==> config.mk <==
export PLATFORM = sky130hd
export DESIGN_NAME = memAccessStage
export DESIGN_NICKNAME = d
export VERILOG_FILES = /design/src/rtl/memStagePkg.sv /design/src/rtl/memStageCtrl.sv /design/src/rtl/memStageDatapath.sv /design/src/rtl/memAccessStage.sv
export SDC_FILE = /design/constraint.sdc
export NUM_CORES = 2
export LEC_CHECK = 0
export BUFFER_PORTS_ARGS = -buffer_cell sky130_fd_sc_hd__buf_4
export CAP_MARGIN = 20
export CORE_ASPECT_RATIO = 1.25
export CORE_MARGIN = 4
export CORE_UTILIZATION = 45
export CTS_BUF_LIST = sky130_fd_sc_hd__clkbuf_8 sky130_fd_sc_hd__clkbuf_16
export DETAILED_ROUTE_END_ITERATION = 7
export SYNTH_ARGS = -nofsm -noshare
export SYNTH_HDL_FRONTEND = slang
export SYNTH_SLANG_ARGS = --single-unit
==> constraint.sdc <==
create_clock -name clk -period 2.2 [get_ports clk]
set_clock_uncertainty 0.05 [all_clocks]
set_input_delay 0.22 -clock clk [delete_from_list [all_inputs] [get_ports clk]]
set_output_delay 0.22 -clock clk [all_outputs]
set_load 0.05 [all_outputs]
==> src/rtl/memStagePkg.sv <==
package memStagePkg;
  localparam int OP_W = 3;

  typedef enum logic [OP_W-1:0] {
    OP_PASS     = 3'd0,
    OP_STORE    = 3'd1,
    OP_LOAD     = 3'd2,
    OP_PORT_OUT = 3'd3,
    OP_PORT_IN  = 3'd4
  } stageOp_e;

  // Strobes from control to datapath; at most one access bit is set.
  typedef struct packed {
    logic memWr;
    logic memRd;
    logic portWr;
    logic portRd;
    logic destWr;
  } stageStrobes_t;
endpackage

==> src/rtl/memStageCtrl.sv <==
module memStageCtrl
  import memStagePkg::*;
#(
  parameter int IDX_W = 3
) (
  input  logic                inValid,
  input  logic [OP_W-1:0]     inOp,
  input  logic [IDX_W-1:0]    inDestIdx,
  output stageStrobes_t       strobes
);
  logic isStore, isLoad, isOut, isIn;

  always_comb begin
    isStore = inValid && (inOp == OP_STORE);
    isLoad  = inValid && (inOp == OP_LOAD);
    isOut   = inValid && (inOp == OP_PORT_OUT);
    isIn    = inValid && (inOp == OP_PORT_IN);

    strobes.memWr  = isStore;
    strobes.memRd  = isLoad;
    strobes.portWr = isOut;
    strobes.portRd = isIn;
    // Slots that produce a register result, minus the hard-wired zero register.
    strobes.destWr = inValid && !isStore && !isOut && (inDestIdx != '0);
  end
endmodule

==> src/rtl/memStageDatapath.sv <==
module memStageDatapath
  import memStagePkg::*;
#(
  parameter int ADDR_W = 8,
  parameter int DATA_W = 8,
  parameter int IDX_W  = 3
) (
  input  logic                clk,
  input  logic                rstN,
  input  stageStrobes_t       strobes,
  input  logic [ADDR_W-1:0]   addr,
  input  logic [DATA_W-1:0]   storeData,
  input  logic [IDX_W-1:0]    destIdx,
  input  logic [DATA_W-1:0]   aluResult,
  input  logic [DATA_W-1:0]   portRdData,
  output logic                portWrStb,
  output logic                portRdStb,
  output logic [ADDR_W-1:0]   portAddr,
  output logic [DATA_W-1:0]   portWrData,
  output logic                wbWrEn,
  output logic [IDX_W-1:0]    wbDestIdx,
  output logic [DATA_W-1:0]   wbDestData
);
  localparam int DEPTH = 1 << ADDR_W;

  logic [DATA_W-1:0] ram [DEPTH];
  logic [DATA_W-1:0] loadData;
  logic [DATA_W-1:0] stageResult;

  always_ff @(posedge clk) begin
    if (strobes.memWr) ram[addr] <= storeData;
  end

  assign loadData = ram[addr];

  always_comb begin
    stageResult = aluResult;
    if (strobes.memRd)      stageResult = loadData;
    else if (strobes.portRd) stageResult = portRdData;
  end

  always_comb begin
    portWrStb  = strobes.portWr;
    portRdStb  = strobes.portRd;
    portAddr   = (strobes.portWr || strobes.portRd) ? addr : '0;
    portWrData = strobes.portWr ? storeData : '0;
  end

  always_ff @(posedge clk or negedge rstN) begin
    if (!rstN) begin
      wbWrEn     <= 1'b0;
      wbDestIdx  <= '0;
      wbDestData <= '0;
    end else begin
      wbWrEn     <= strobes.destWr;
      wbDestIdx  <= destIdx;
      wbDestData <= stageResult;
    end
  end
endmodule

==> src/rtl/memAccessStage.sv <==
module memAccessStage
  import memStagePkg::*;
#(
  parameter int ADDR_W = 8,
  parameter int DATA_W = 8,
  parameter int IDX_W  = 3
) (
  input  logic              clk,
  input  logic              rstN,
  input  logic              inValid,
  input  logic [OP_W-1:0]   inOp,
  input  logic [ADDR_W-1:0] inAddr,
  input  logic [DATA_W-1:0] inStoreData,
  input  logic [IDX_W-1:0]  inDestIdx,
  input  logic [DATA_W-1:0] inAluResult,
  input  logic [DATA_W-1:0] portRdData,
  output logic              portWrStb,
  output logic              portRdStb,
  output logic [ADDR_W-1:0] portAddr,
  output logic [DATA_W-1:0] portWrData,
  output logic              wbWrEn,
  output logic [IDX_W-1:0]  wbDestIdx,
  output logic [DATA_W-1:0] wbDestData
);
  stageStrobes_t strobes;

  memStageCtrl #(.IDX_W(IDX_W)) uCtrl (
    .inValid   (inValid),
    .inOp      (inOp),
    .inDestIdx (inDestIdx),
    .strobes   (strobes)
  );

  memStageDatapath #(.ADDR_W(ADDR_W), .DATA_W(DATA_W), .IDX_W(IDX_W)) uDp (
    .clk        (clk),
    .rstN       (rstN),
    .strobes    (strobes),
    .addr       (inAddr),
    .storeData  (inStoreData),
    .destIdx    (inDestIdx),
    .aluResult  (inAluResult),
    .portRdData (portRdData),
    .portWrStb  (portWrStb),
    .portRdStb  (portRdStb),
    .portAddr   (portAddr),
    .portWrData (portWrData),
    .wbWrEn     (wbWrEn),
    .wbDestIdx  (wbDestIdx),
    .wbDestData (wbDestData)
  );
endmodule

==> run summary <==
Synth Instances: 4022
Cts bufs inserted: 194
# nets final: 4829
Main area contributors after synthesis: edfxtp_1, mux4_2, mux2i_1
Clock Pin Slew Worst Setup and Hold Paths: 0.06 ns
Post-route setup slack: -0.118 ns
Worst path max stage delay: 0.47 ns
Initial Util: 45.3%
Vias post-DR: 42500
Clk Latency, worst-skew pair: 0.84 ns
Die width: 388 µm
Max-cap violations: 0
Sequential fraction of the synthesis area: 75.9%
Worst Hold Class: input port to flip-flop
DRT antenna net count: 0
Drc violations: 0
EDFF count, synth: 2048
FFs w/ async S/R, synth: 0.583%
GRT busiest layer: met2
Crit-path max FO: 1
GRT overflow: 0
CP bufs+invs: 1
Worst R2R Setup Slack: -0.12 ns
Req. time, crit path: 2.86 ns
Slew margin rel.: 36.4%
CP arrival: 2.98 ns
Via count of the first global-routing pass: 43500
Worst slack at placement: -1.16 ns
TritonCTS clock tree: yes
Yosys warning count: 0
Mapped Avg Cell Area: 20.2 µm²
Final setup violation count: 8
Fillers: 13600
Root buf cell: clkbuf_16
Antenna violations before repair: 5
Core area: 0.180 mm²
Mapped cell area: 0.0814 mm²
Unrepaired setup endpoints after global routing: true
Worst slew pin tran: 0.951 ns
Lkg Pwr: 0.0332 µW
Status: finished, violations left
Crit. End Element: flip-flop
Predominant post-synthesis flop cell: edfxtp_1
GR Util met2: 38.6%
GR Util met1: 30.6%
Slew Limit Fails: 0
Clock Path Buffers: 3
Initial DRC count: 4094
Final min period: 2.32 ns
Crit path kind: flip-flop to flip-flop
Synth unique cells: 68
Layout area overhead: 23.7%
Power Density: 810 mW/mm²
Drt first pass iters: 6
Worst VDD drop: 696 µV
Crit path max-delay family: compound AO/OA/AOI/OAI gates
Wire length per cell: 29.4 µm
Chip Height: 484 µm
H-tree depth: 4
Fin cells: 7325
Layout cells sized above 1: 36.2%
Total GRT Usage: 22.9%
Failing checks: negative setup slack
IO Count: 71
Placer Congestion: 0.904
First-pass GRT wire length: 311000 µm
Share of the cycle needed by the critical path after routing: 105%
Startpoint types: flip-flop
Met3 Usage GRT: 4.02%
Post-place instance area: 0.0938 mm²
Design area: 0.101 mm²
Post-synthesis register bit count: 2060
Crit path max-delay cell type: mux4_2
Placed cell count: 6951
Synthesized Nets: 4063
I/O Buffers: 70
Total Wirelength: 215000 µm
Pin count of the biggest net entering global routing: 83
Vias per cell: 5.80
FMAX: 431 MHz
Num rows: 174
Cell taking the most area after synthesis: edfxtp_1
Synth top area share: 75.5%
Die ar.: 0.188 mm²
Worst path cell trace: mux4_2 -> a22o_1 -> a221oi_2 -> buf_4 -> o22ai_2 -> nor3_2 -> a211o_1 -> a211oi_2
Post-CTS Setup Bufs: 0
CTS sink cnt: 2060
Dpl hpwl: 144000 µm
Hold Violations, Final: 0
-- worst reg2reg max path, stage by stage (launching register included) --
cell	delay, ns
edfxtp_1	0.38
mux4_2	0.47
a22o_1	0.25
a221oi_2	0.26
buf_4	0.18
o22ai_2	0.10
nor3_2	0.27
a211o_1	0.21
a211oi_2	0.06
-- path summary, 6_finish.rpt --
kind,start,endpoint,depth (start not counted)
max in group asynchronous,rstN,uDp.wbDestData[0],3
setup / recovery,uDp.ram[241][5],uDp.wbDestData[5],8
min in group asynchronous,rstN,uDp.wbDestIdx[0],3
setup reg to reg,uDp.ram[241][5],uDp.wbDestData[5],8
hold reg to reg,uDp.ram[164][3],uDp.wbDestData[3],5
hold / removal,portRdData[4],uDp.wbDestData[4],5
-- through the flow --
step / utilization (%) / setup TNS, ns / total power [µW] / hold WS [ns]
2_1_floorplan: - / -45.99 / 46500 / -0.126
3_3_place_gp: 52.2 / -324.46 / 49000 / 0.0404
3_5_place_dp: 52.2 / -345.85 / 49000 / 0.0426
4_1_cts: 55.9 / -0.705 / 82100 / 0.0281
5_1_grt: 56.0 / -0.875 / 84000 / 0.0894
6_report: 56.0 / -0.504 / 81500 / 0.115
-- per-layer routing --
| metal | wire length (µm) | part of all wire (%) | vias to the layer above |
|---|---|---|---|
| met3 | 14500 | 6.7 | 332 |
| met4 | 6900 | 3.2 | 0 |
| met2 | 108000 | 50 | 1542 |
| li1 | - | - | 18200 |
| met5 | 0 | 0 | - |
| met1 | 85400 | 40 | 22400 |
-- cell type report --
type,count,area (µm²),share of cell area (%)
Tap cell,2376,2970,2.95
Clock inverter,148,1250,1.24
Sequential cell,2060,61800,61.4
Clock buffer,206,5080,5.04
Timing Repair Buffer,816,9920,9.85
Multi-Input combinational cell,1713,19700,19.5
Inverter,3,12.5,0.0124
Antenna cell,3,7.51,0.00745
-- placed cells by master (no fill, tap or decap), drive strengths merged, types with 81 or more instances in the layout --
cell type	n
mux2i	293
edfxtp	2048
nand3	106
clkbuf	206
nor2	300
nand2	107
buf	796
mux4	366
a22oi	140
clkinv	81
-- where the power goes --
group | internal, µW | switching (µW) | total, µW | leakage [µW]
Sequential | 43200 | 39.7 | 43200 | 0.0185
Combinational | 2050 | 3060 | 5110 | 0.0114
Clock | 18900 | 14300 | 33200 | 0.00326
Total | 64100 | 17400 | 81500 | 0.0332
-- state kept, by name (all words and copies together) (netlist names) --
register	cells
uDp.ram	2048
uDp.wbDestIdx	3
uDp.wbDestData	8
uDp.wbWrEn	1
-- logic make-up (layout without fill, tap and decap cells) --
logic type      after synthesis  count (layout)  synth area share (%)
flops                      2060            2060                  75.9
other cells                   0               3                     0
simple gates                628             628                  3.41
buf+inv                     249            1173                  2.57
mux                         697             697                  14.5
compound gates              388             388                  3.56
-- cell usage after synthesis (all sizes together), types with 26 or more instances --
| cell type | number |
|---|---|
| nand3 | 106 |
| nor2 | 300 |
| clkbuf | 94 |
| nand2 | 107 |
| a21oi | 41 |
| o22ai | 49 |
| mux2 | 38 |
| a22o | 40 |
| mux2i | 293 |
| edfxtp | 2048 |
| buf | 152 |
| a22oi | 140 |
| mux4 | 366 |
| a221oi | 26 |
| nor3 | 31 |
-- repair_timing --
action,4_1_cts,5_1_grt
pin swaps,26,20
hold buffers,20,0
gates resized for setup,64,34
setup endpoints to repair,15,14
hold endpoints to repair,865,0
Note: power is estimated with default switching activity, not from simulation.
